File: src/rtl/ahbm_pkg.sv
package ahbm_pkg;

    typedef enum logic [1:0] {
        HT_IDLE   = 2'b00,
        HT_BUSY   = 2'b01,
        HT_NONSEQ = 2'b10,
        HT_SEQ    = 2'b11
    } htrans_e;

    localparam logic [1:0] RSP_OK  = 2'b00;
    localparam logic [1:0] RSP_ERR = 2'b01;
    localparam logic [1:0] RSP_TMO = 2'b10;

    localparam int HSIZE_W = 3;

endpackage

File: src/rtl/ahbm_lane_fmt.sv
module ahbm_lane_fmt #(
    parameter int DATA_W = 32
) (
    input  logic                       fmt_en,
    input  logic [2:0]                 size,
    input  logic [$clog2(DATA_W/8)-1:0] addr_lo,
    input  logic [DATA_W-1:0]          wdata,
    output logic [DATA_W-1:0]          wdata_out
);
    localparam int LANE_W = $clog2(DATA_W/8);

    logic [DATA_W-1:0] keep;
    logic [LANE_W-1:0] off;
    logic [DATA_W-1:0] placed;

    always_comb begin
        // bytes above the transfer size are dropped before shifting
        if (int'(size) >= LANE_W) begin
            keep = '1;
        end else begin
            keep = ~({DATA_W{1'b1}} << (32'd8 << size));
        end
        // lane offset: low address bits rounded down to the transfer size
        off       = addr_lo & LANE_W'(~((32'd1 << size) - 32'd1));
        placed    = (wdata & keep) << {off, 3'b000};
        wdata_out = fmt_en ? placed : wdata;
    end

endmodule

File: src/rtl/ahbm_wait_timer.sv
module ahbm_wait_timer #(
    parameter int LIMIT = 100
) (
    input  logic clk,
    input  logic rst_n,
    input  logic active,
    output logic expired
);
    localparam int CNT_W = $clog2(LIMIT + 1);

    logic [CNT_W-1:0] cnt_q, cnt_d;

    assign expired = active && (cnt_q == CNT_W'(LIMIT - 1));

    always_comb begin
        cnt_d = (active && !expired) ? cnt_q + 1'b1 : '0;
    end

    always_ff @(posedge clk or negedge rst_n) begin
        if (!rst_n) cnt_q <= '0;
        else        cnt_q <= cnt_d;
    end

    // a stalled cycle that does not expire must leave a nonzero count behind
    assert_count_runs_R7: assert property (@(posedge clk) disable iff (!rst_n)
        (active && !expired) |=> (cnt_q != '0));

    // a quiet cycle always restarts the count
    assert_count_clears_R7: assert property (@(posedge clk) disable iff (!rst_n)
        !active |=> (cnt_q == '0));

endmodule

File: src/rtl/ahbm_master.sv
module ahbm_master
    import ahbm_pkg::*;
#(
    parameter int ADDR_W      = 32,
    parameter int DATA_W      = 32,
    parameter int TIMEOUT_CYC = 100
) (
    input  logic              hclk,
    input  logic              hresetn,
    input  logic              pipe_mode,
    input  logic              cmd_valid,
    output logic              cmd_ready,
    input  logic              cmd_write,
    input  logic [ADDR_W-1:0] cmd_addr,
    input  logic [DATA_W-1:0] cmd_wdata,
    input  logic [2:0]        cmd_size,
    input  logic              cmd_fmt,
    output logic              rsp_valid,
    output logic [1:0]        rsp_status,
    output logic [DATA_W-1:0] rsp_rdata,
    output logic [ADDR_W-1:0] haddr,
    output logic [1:0]        htrans,
    output logic              hwrite,
    output logic [2:0]        hsize,
    output logic [DATA_W-1:0] hwdata,
    input  logic [DATA_W-1:0] hrdata,
    input  logic              hready,
    input  logic              hresp
);
    localparam int LANE_W = $clog2(DATA_W / 8);

    typedef struct packed {
        logic              ap_valid;
        logic [ADDR_W-1:0] ap_addr;
        logic              ap_write;
        logic [2:0]        ap_size;
        logic [DATA_W-1:0] ap_wdata;
        logic              cancel;
        logic              dp_valid;
        logic              dp_write;
        logic [DATA_W-1:0] wdata_out;
        logic              rsp_valid;
        logic [1:0]        rsp_status;
        logic [DATA_W-1:0] rsp_rdata;
    } mst_state_t;

    mst_state_t s_q, s_d;

    logic [2:0]        size_eff;
    logic [DATA_W-1:0] lane_wdata;
    logic              tmo_hit;
    logic              ap_adv;

    assign size_eff = (cmd_size > 3'(LANE_W)) ? 3'(LANE_W) : cmd_size;

    ahbm_lane_fmt #(.DATA_W(DATA_W)) u_lane_fmt (
        .fmt_en    (cmd_fmt),
        .size      (size_eff),
        .addr_lo   (cmd_addr[LANE_W-1:0]),
        .wdata     (cmd_wdata),
        .wdata_out (lane_wdata)
    );

    ahbm_wait_timer #(.LIMIT(TIMEOUT_CYC)) u_wait_timer (
        .clk     (hclk),
        .rst_n   (hresetn),
        .active  (s_q.dp_valid && !hready),
        .expired (tmo_hit)
    );

    assign ap_adv = s_q.ap_valid && !s_q.cancel && hready;

    always_comb begin
        if (!hresetn)       cmd_ready = 1'b0;
        else if (pipe_mode) cmd_ready = !s_q.ap_valid || (hready && !s_q.cancel);
        else                cmd_ready = !s_q.ap_valid && (!s_q.dp_valid || hready);
    end

    always_comb begin
        s_d           = s_q;
        s_d.rsp_valid = 1'b0;

        // data phase completion: normal end, error end, or timeout
        if (s_q.dp_valid && hready) begin
            s_d.rsp_valid  = 1'b1;
            s_d.rsp_status = hresp ? RSP_ERR : RSP_OK;
            s_d.rsp_rdata  = s_q.dp_write ? '0 : hrdata;
            s_d.dp_valid   = 1'b0;
            s_d.cancel     = 1'b0;
        end else if (tmo_hit) begin
            s_d.rsp_valid  = 1'b1;
            s_d.rsp_status = RSP_TMO;
            s_d.rsp_rdata  = '0;
            s_d.dp_valid   = 1'b0;
            s_d.cancel     = 1'b0;
        end else if (s_q.dp_valid && hresp) begin
            // first error cycle: withdraw the queued address phase next cycle
            s_d.cancel = 1'b1;
        end

        // address phase hands over to data phase
        if (ap_adv) begin
            s_d.ap_valid = 1'b0;
            s_d.dp_valid = 1'b1;
            s_d.dp_write = s_q.ap_write;
            if (s_q.ap_write) s_d.wdata_out = s_q.ap_wdata;
        end

        // new command into the address phase
        if (cmd_valid && cmd_ready) begin
            s_d.ap_valid = 1'b1;
            s_d.ap_addr  = cmd_addr;
            s_d.ap_write = cmd_write;
            s_d.ap_size  = size_eff;
            s_d.ap_wdata = lane_wdata;
        end
    end

    always_ff @(posedge hclk or negedge hresetn) begin
        if (!hresetn) s_q <= '0;
        else          s_q <= s_d;
    end

    assign htrans     = (s_q.ap_valid && !s_q.cancel) ? HT_NONSEQ : HT_IDLE;
    assign haddr      = s_q.ap_addr;
    assign hwrite     = s_q.ap_write;
    assign hsize      = s_q.ap_size;
    assign hwdata     = s_q.wdata_out;
    assign rsp_valid  = s_q.rsp_valid;
    assign rsp_status = s_q.rsp_status;
    assign rsp_rdata  = s_q.rsp_rdata;

    assert_reset_quiet_R1: assert property (@(posedge hclk)
        !hresetn |-> (!cmd_ready && htrans == HT_IDLE && !rsp_valid));

    assert_nonpipe_gap_R2: assert property (@(posedge hclk) disable iff (!hresetn)
        (!pipe_mode && htrans == HT_NONSEQ && hready) |=> (htrans == HT_IDLE));

    assert_addr_hold_R4: assert property (@(posedge hclk) disable iff (!hresetn)
        (!hready && !hresp && htrans == HT_NONSEQ) |=>
        ($stable(haddr) && $stable(htrans) && $stable(hwrite) && $stable(hsize)));

    assert_wdata_hold_R4: assert property (@(posedge hclk) disable iff (!hresetn)
        !hready |=> $stable(hwdata));

    assert_err_idle_R5: assert property (@(posedge hclk) disable iff (!hresetn)
        (hresp && !hready) |=> (htrans == HT_IDLE));

    assert_err_retry_R6: assert property (@(posedge hclk) disable iff (!hresetn)
        (hresp && !hready && htrans == HT_NONSEQ) |=> ##1
        (htrans == HT_NONSEQ && $stable(haddr)));

    assert_status_code_R11: assert property (@(posedge hclk) disable iff (!hresetn)
        rsp_valid |-> (rsp_status != 2'b11));

endmodule

File: config.mk
export PLATFORM = sky130hd
export DESIGN_NAME = ahbm_master
export DESIGN_NICKNAME = d
export VERILOG_FILES = /design/src/rtl/ahbm_pkg.sv /design/src/rtl/ahbm_lane_fmt.sv /design/src/rtl/ahbm_wait_timer.sv /design/src/rtl/ahbm_master.sv
export SDC_FILE = /design/constraint.sdc
export NUM_CORES = 1
export LEC_CHECK = 0
export ABC_AREA = 0
export BUFFER_PORTS_ARGS = -buffer_cell sky130_fd_sc_hd__buf_4
export CAP_MARGIN = 40
export CORE_ASPECT_RATIO = 1.75
export CORE_MARGIN = 8
export CORE_UTILIZATION = 36
export DETAILED_ROUTE_END_ITERATION = 10
export MAX_ROUTING_LAYER = met4
export PLACE_DENSITY = 0.63
export SYNTH_ARGS = -nofsm -noshare
export SYNTH_HDL_FRONTEND = slang
export SYNTH_SLANG_ARGS = --single-unit
File: constraint.sdc
create_clock -name hclk -period 3.69 [get_ports hclk]
set_input_delay 1.107 -clock hclk [delete_from_list [all_inputs] [get_ports hclk]]
set_output_delay 1.107 -clock hclk [all_outputs]
set_load 0.1 [all_outputs]
==> Yosys cells after proc, flatten, opt, wreduce, memory -nomap -nowiden <==
Index checks and enable logic that the tools add are counted.
Widths: inputs -> output; s select.
{ "word_totals": {"ff_bits": 146, "word_cells": 67, "in_bits": 107, "output_inout_bits": 106} }
{ "classes": {"reduce_logical": 22, "mux": 19, "n_lt_le_gt_ge": 2, "addsub": 2, "shift": 4, "n_bitwise": 4, "eq_ne": 1} }
{ "op_table": {"columns": ["cell", "n"], "rows": [
  ["$mux 32", 4],
  ["$mux 35", 2],
  ["$mux 69", 1],
  ["$mux 34", 1],
  ["$and 32x32->32", 1],
  ["$not 32->32", 1],
  ["$shl 32x32->32 const A", 1],
  ["$shl 32x5->32", 1],
  ["$shl 4x3->32 const A", 1],
  ["$logic_and 1x1->1", 10],
  ["$add 7x1->7 const B", 1],
  ["$eq 7x7->1 const B", 1],
  ["$mux 1", 7],
  ["$mux 7", 1],
  ["$reduce_bool 3->1", 2],
  ["$logic_not 1->1", 5],
  ["$mux 2", 2],
  ["$reduce_bool 2->1", 2],
  ["$ge 3x2->1 const B", 1],
  ["$gt 3x2->1 const B", 1],
  ["$mux 3", 1],
  ["$shl 1x3->2 const A", 1],
  ["$and 2x2->2", 1],
  ["$logic_or 1x1->1", 2],
  ["3 further kinds", 3]
]} }

==> Depth between registers and ports, before layout <==
{ "depth": {"ltp_word": 10, "mapped_depth": 7, "depth_no_buf": 6} }

==> By module <==
A second synthesis with hierarchy kept.
{ "hier_totals": {"hier_cells": 532, "hier_area_um2": 6729.0} }
{ "by_module_without_submodules": {"columns": ["module", "n_inst", "cells_per_inst", "area_each_um2"], "rows": [
  ["ahbm_master", 1, 420, 5919.4],
  ["ahbm_lane_fmt", 1, 80, 488.0],
  ["ahbm_wait_timer", 1, 32, 321.6]
]} }

==> Worst setup path after synthesis <==
No wires, ideal clock.
{ "synth_timing": {"kind": "input -> output", "start": "input port hready", "end": "output port cmd_ready", "path_buffers": 1, "arrival_ns": 2.237, "path_stages": 4, "slack_ns": 0.346, "path_cell_list": "buf_2 -> inv_1 -> a21oi_2 -> o21a_1"} }
{ "synth_between": {"elab_chain_cells": 4, "elab_cells_between_ends": 6, "classes_between": "2 x mux; 4 x reduce/logical"} }
{ "synth_lines": {"columns": ["item", "line_no", "rtl"], "rows": [
  ["start: declaration", "ahbm_master.sv:27", "input logic hready,"],
  ["$logic_or 1x1->1 or $logic_and 1x1->1 (tied branches)", "ahbm_master.sv:76, ahbm_master.sv:75", null],
  ["$logic_and 1x1->1 or $logic_or 1x1->1 (tied branches)", "ahbm_master.sv:76, ahbm_master.sv:75", null],
  ["$mux 1 *", "ahbm_master.sv:75", "else if (pipe_mode) cmd_ready = !s_q.ap_valid || (hready && !s_q.cancel);"],
  ["$mux 1 *", "ahbm_master.sv:74", "if (!hresetn) cmd_ready = 1'b0;"],
  ["end: declaration", "ahbm_master.sv:12", "output logic cmd_ready,"]
]} }
Every way passes the cells marked *; elsewhere a longest branch is shown, timed or not.

==> Worst setup path in the final report <==
{ "layout_timing": {"start": "input port pipe_mode", "end": "output port cmd_ready"} }
{ "layout_between": {"elab_chain_cells": 2} }
{ "layout_lines": {"columns": ["item", "line_no", "rtl"], "rows": [
  ["start: declaration", "ahbm_master.sv:10", "input logic pipe_mode,"],
  ["$mux 1", "ahbm_master.sv:75", null],
  ["$mux 1", "ahbm_master.sv:74", null]
]} }
No other way between the ends.

==> metrics.txt <==
Post-CTS Setup Inserts=0; total clock sinks=around 150; DRC viols=0; critical path's most frequent cell=buf_4; clock latency on the worst-skew pair=0.42 ns; worst-case reg-to-reg path depth=6; htree depth=4; TritonCTS buffer count=17; RSZ-0062 raised after global routing=false; Ys Warns=0; vias per cell=between 4 and 5; Final Non-Filler Cells=921; ant diodes=0; hold path startpoint=u_wait_timer.cnt_q[0]; Die Y=between 150 and 200 um; Die X=about 120 um; Hold WS=0.4602 ns; Final Cycle Share=0.8402; drt first-iter violations=approximately 130; PostCTS Resize Cnt=0; Slew Viols, Final=0; Finish-stage setup viols=0; GR Overflow Total=0; Critical Path RT=~2.6 ns; Slowest Stage Delay on Critical Path=around 0.29 ns; placed cell count=around 890; crit-path leading delay family=compound AO/OA/AOI/OAI gates; ys async rst share=1.000; hold crit path type=flop to flop; synth unique cells=39; first-pass GRT wire length=between 20000 and 30000 um; largest net degree at the start of global routing=just under 70; Layout Nets=around 780; ys flop type=dfrtp_1; GP Congestion=between 0.8 and 0.9; Synth area leaders=dfrtp_1 54%, mux2_2 12%, buf_4 12%; final WL=16030 um; Hold Path Cell Cnt=1; flop2flop setup slack=~1.7 ns; Post-synth EDFFs=0; Synth Net Count=between 600 and 700; Vias=around 4.4k; layout cell share with drive strength beyond 1=0.4758; crit path max-delay cell type=a21oi_1; GRT Overall Usage=0.1462; FP Rows=66; Synth Instances=roughly 560; Crit Path Class=primary input to primary output; leading area contributor after synthesis=dfrtp_1; initial antenna violation count=0; crit-path cells=buf_4, inv_1, a21oi_1, o21a_1, buf_4; Critical Path Source Type=primary input; drt wl/cell=between 15 and 20 um; CTS tree=built; mean post-synth cell area=about 12 um^2; drt first pass iters=4; Sum Neg Setup Slack=0 ns; Clock transition at path regs=roughly 0.060 ns; maximum root-to-sink buffer count=2; Core Region=around 18000 um^2; IO Count=between 200 and 250; root buf cell=clkbuf_16; status=completed; Antenna Violating Nets Remaining=0; FMAX=~320 MHz; fillcell total=~1.7k; Synth top area share=0.5442; max-cap check violation count=0; final core occ=0.4528; number of global-route vias before repair=a little under 5k; relative slew slack=0.4458; CP startpoint=pipe_mode; synth-to-layout area growth=24.21%; Post-CTS Hold Buffers=0; flops & latches, synth=roughly 150; slew of the pin with the lowest slew margin=around 0.83 ns; Mapped Area=6714 um^2; full die area=23450 um^2; most frequent cell after synthesis=dfrtp_1; Final Hold Violating Endpoints=0; r2r startpoint=u_wait_timer.cnt_q[0]; Crit. End Element=primary output; Crit Path Max Fanout=2; hpwl dp=between 10000 and 15000 um; Tmin final=slightly above 3 ns; clock skew=0.01043 ns; IO buf count=roughly 210; CP arrival=~2.0 ns; Worst Path Buf+Inv=3; register area share after synthesis=0.5442; Hold EP=u_wait_timer.cnt_q[0]; top post-synthesis cells by count=146 x dfrtp_1, 103 x buf_4, 70 x mux2_2; reg2reg end=rsp_rdata[12]; Starting Density=0.3646
-- state kept, by name (all words and copies together), names as in the netlist --
signal / cells
rsp_rdata: 32
hwdata: 32
s_q: 36
u_wait_timer.cnt_q: 7
hsize: 3
haddr: 32
rsp_status: 2
rsp_valid: 1
hwrite: 1
-- cell type report --
cell class | count | area, um^2 | share of cell area
tap | 238 | 297.8 | 0.03571
clock inverter | 13 | 173.9 | 0.02086
timing repair buffer | 219 | 1648 | 0.1976
clock buffer | 19 | 442.9 | 0.05311
sequential | 146 | 3654 | 0.4381
multi-input combinational | 256 | 2011 | 0.2411
inverter | 30 | 112.6 | 0.01350
-- how the worst max path moves through the flow --
stage / end / slack (ns) / depth (start not counted)
floorplan: cmd_ready / 0.35 / 4
global route: cmd_ready / 0.53 / 5
CTS: cmd_ready / 0.59 / 5
detailed placement: cmd_ready / 0.60 / 5
global placement: cmd_ready / 0.62 / 5
finish: cmd_ready / 0.59 / 5
-- layer usage --
layer,vias to the layer above,wire (um),track usage
met3,27,1010,0.03954
met1,2121,6454,0.1605
li1,2022,-,-
met5,-,0,-
met2,191,8195,0.2455
met4,0,369,0.06076
-- metrics by stage --
stage,setup slack [ns],area [um^2]
after CTS,0.5937,8339
after global routing,0.5348,8339
after global placement,0.6187,7722
after detailed placement,0.6050,7722
after floorplan,0.3460,6714
final,0.5895,8339
-- layout by cell type (no fill, tap or decap), types with 2 or more instances in the layout --
cell | Yosys | layout
buf_4 | 103 | 218
dfrtp_1 | 146 | 146
mux2_2 | 70 | 70
nand2_1 | 46 | 46
a22o_1 | 32 | 32
inv_1 | 30 | 30
o21ai_0 | 25 | 25
clkbuf_16 | 0 | 17
mux2i_1 | 16 | 16
nor2_1 | 12 | 11
a22oi_1 | 8 | 8
o22ai_1 | 8 | 8
mux2_1 | 5 | 5
a21oi_1 | 4 | 4
xnor2_1 | 3 | 3
inv_6 | 0 | 3
clkinv_4 | 0 | 3
bufinv_16 | 0 | 3
nand4b_1 | 2 | 2
nand3b_1 | 2 | 2
nand3_1 | 2 | 2
xor2_1 | 2 | 2
nor2b_1 | 2 | 2
clkinvlp_4 | 0 | 2
-- cells by family after synthesis --
| group | count (synthesis) | synth area share |
|---|---|---|
| buf+inv | 157 | 0.1567 |
| flops | 146 | 0.5442 |
| mux | 91 | 0.1496 |
| compound gates | 84 | 0.09001 |
| simple gates | 74 | 0.05051 |
| xor+xnor | 5 | 0.006524 |
| fa+ha+maj | 1 | 0.001863 |
| other cells | 1 | 0.0005585 |
-- worst register-to-register path, stage by stage, from the launching register on --
cell and delay, ns:
dfrtp_1 0.37, ha_1 0.23, nand4b_1 0.12, nor3_1 0.35
o21ai_2 0.27, buf_4 0.29, a22o_1 0.26
Power is not shown: default switching activity piles up to over one toggle a cycle in this logic, so the estimate is an artifact.
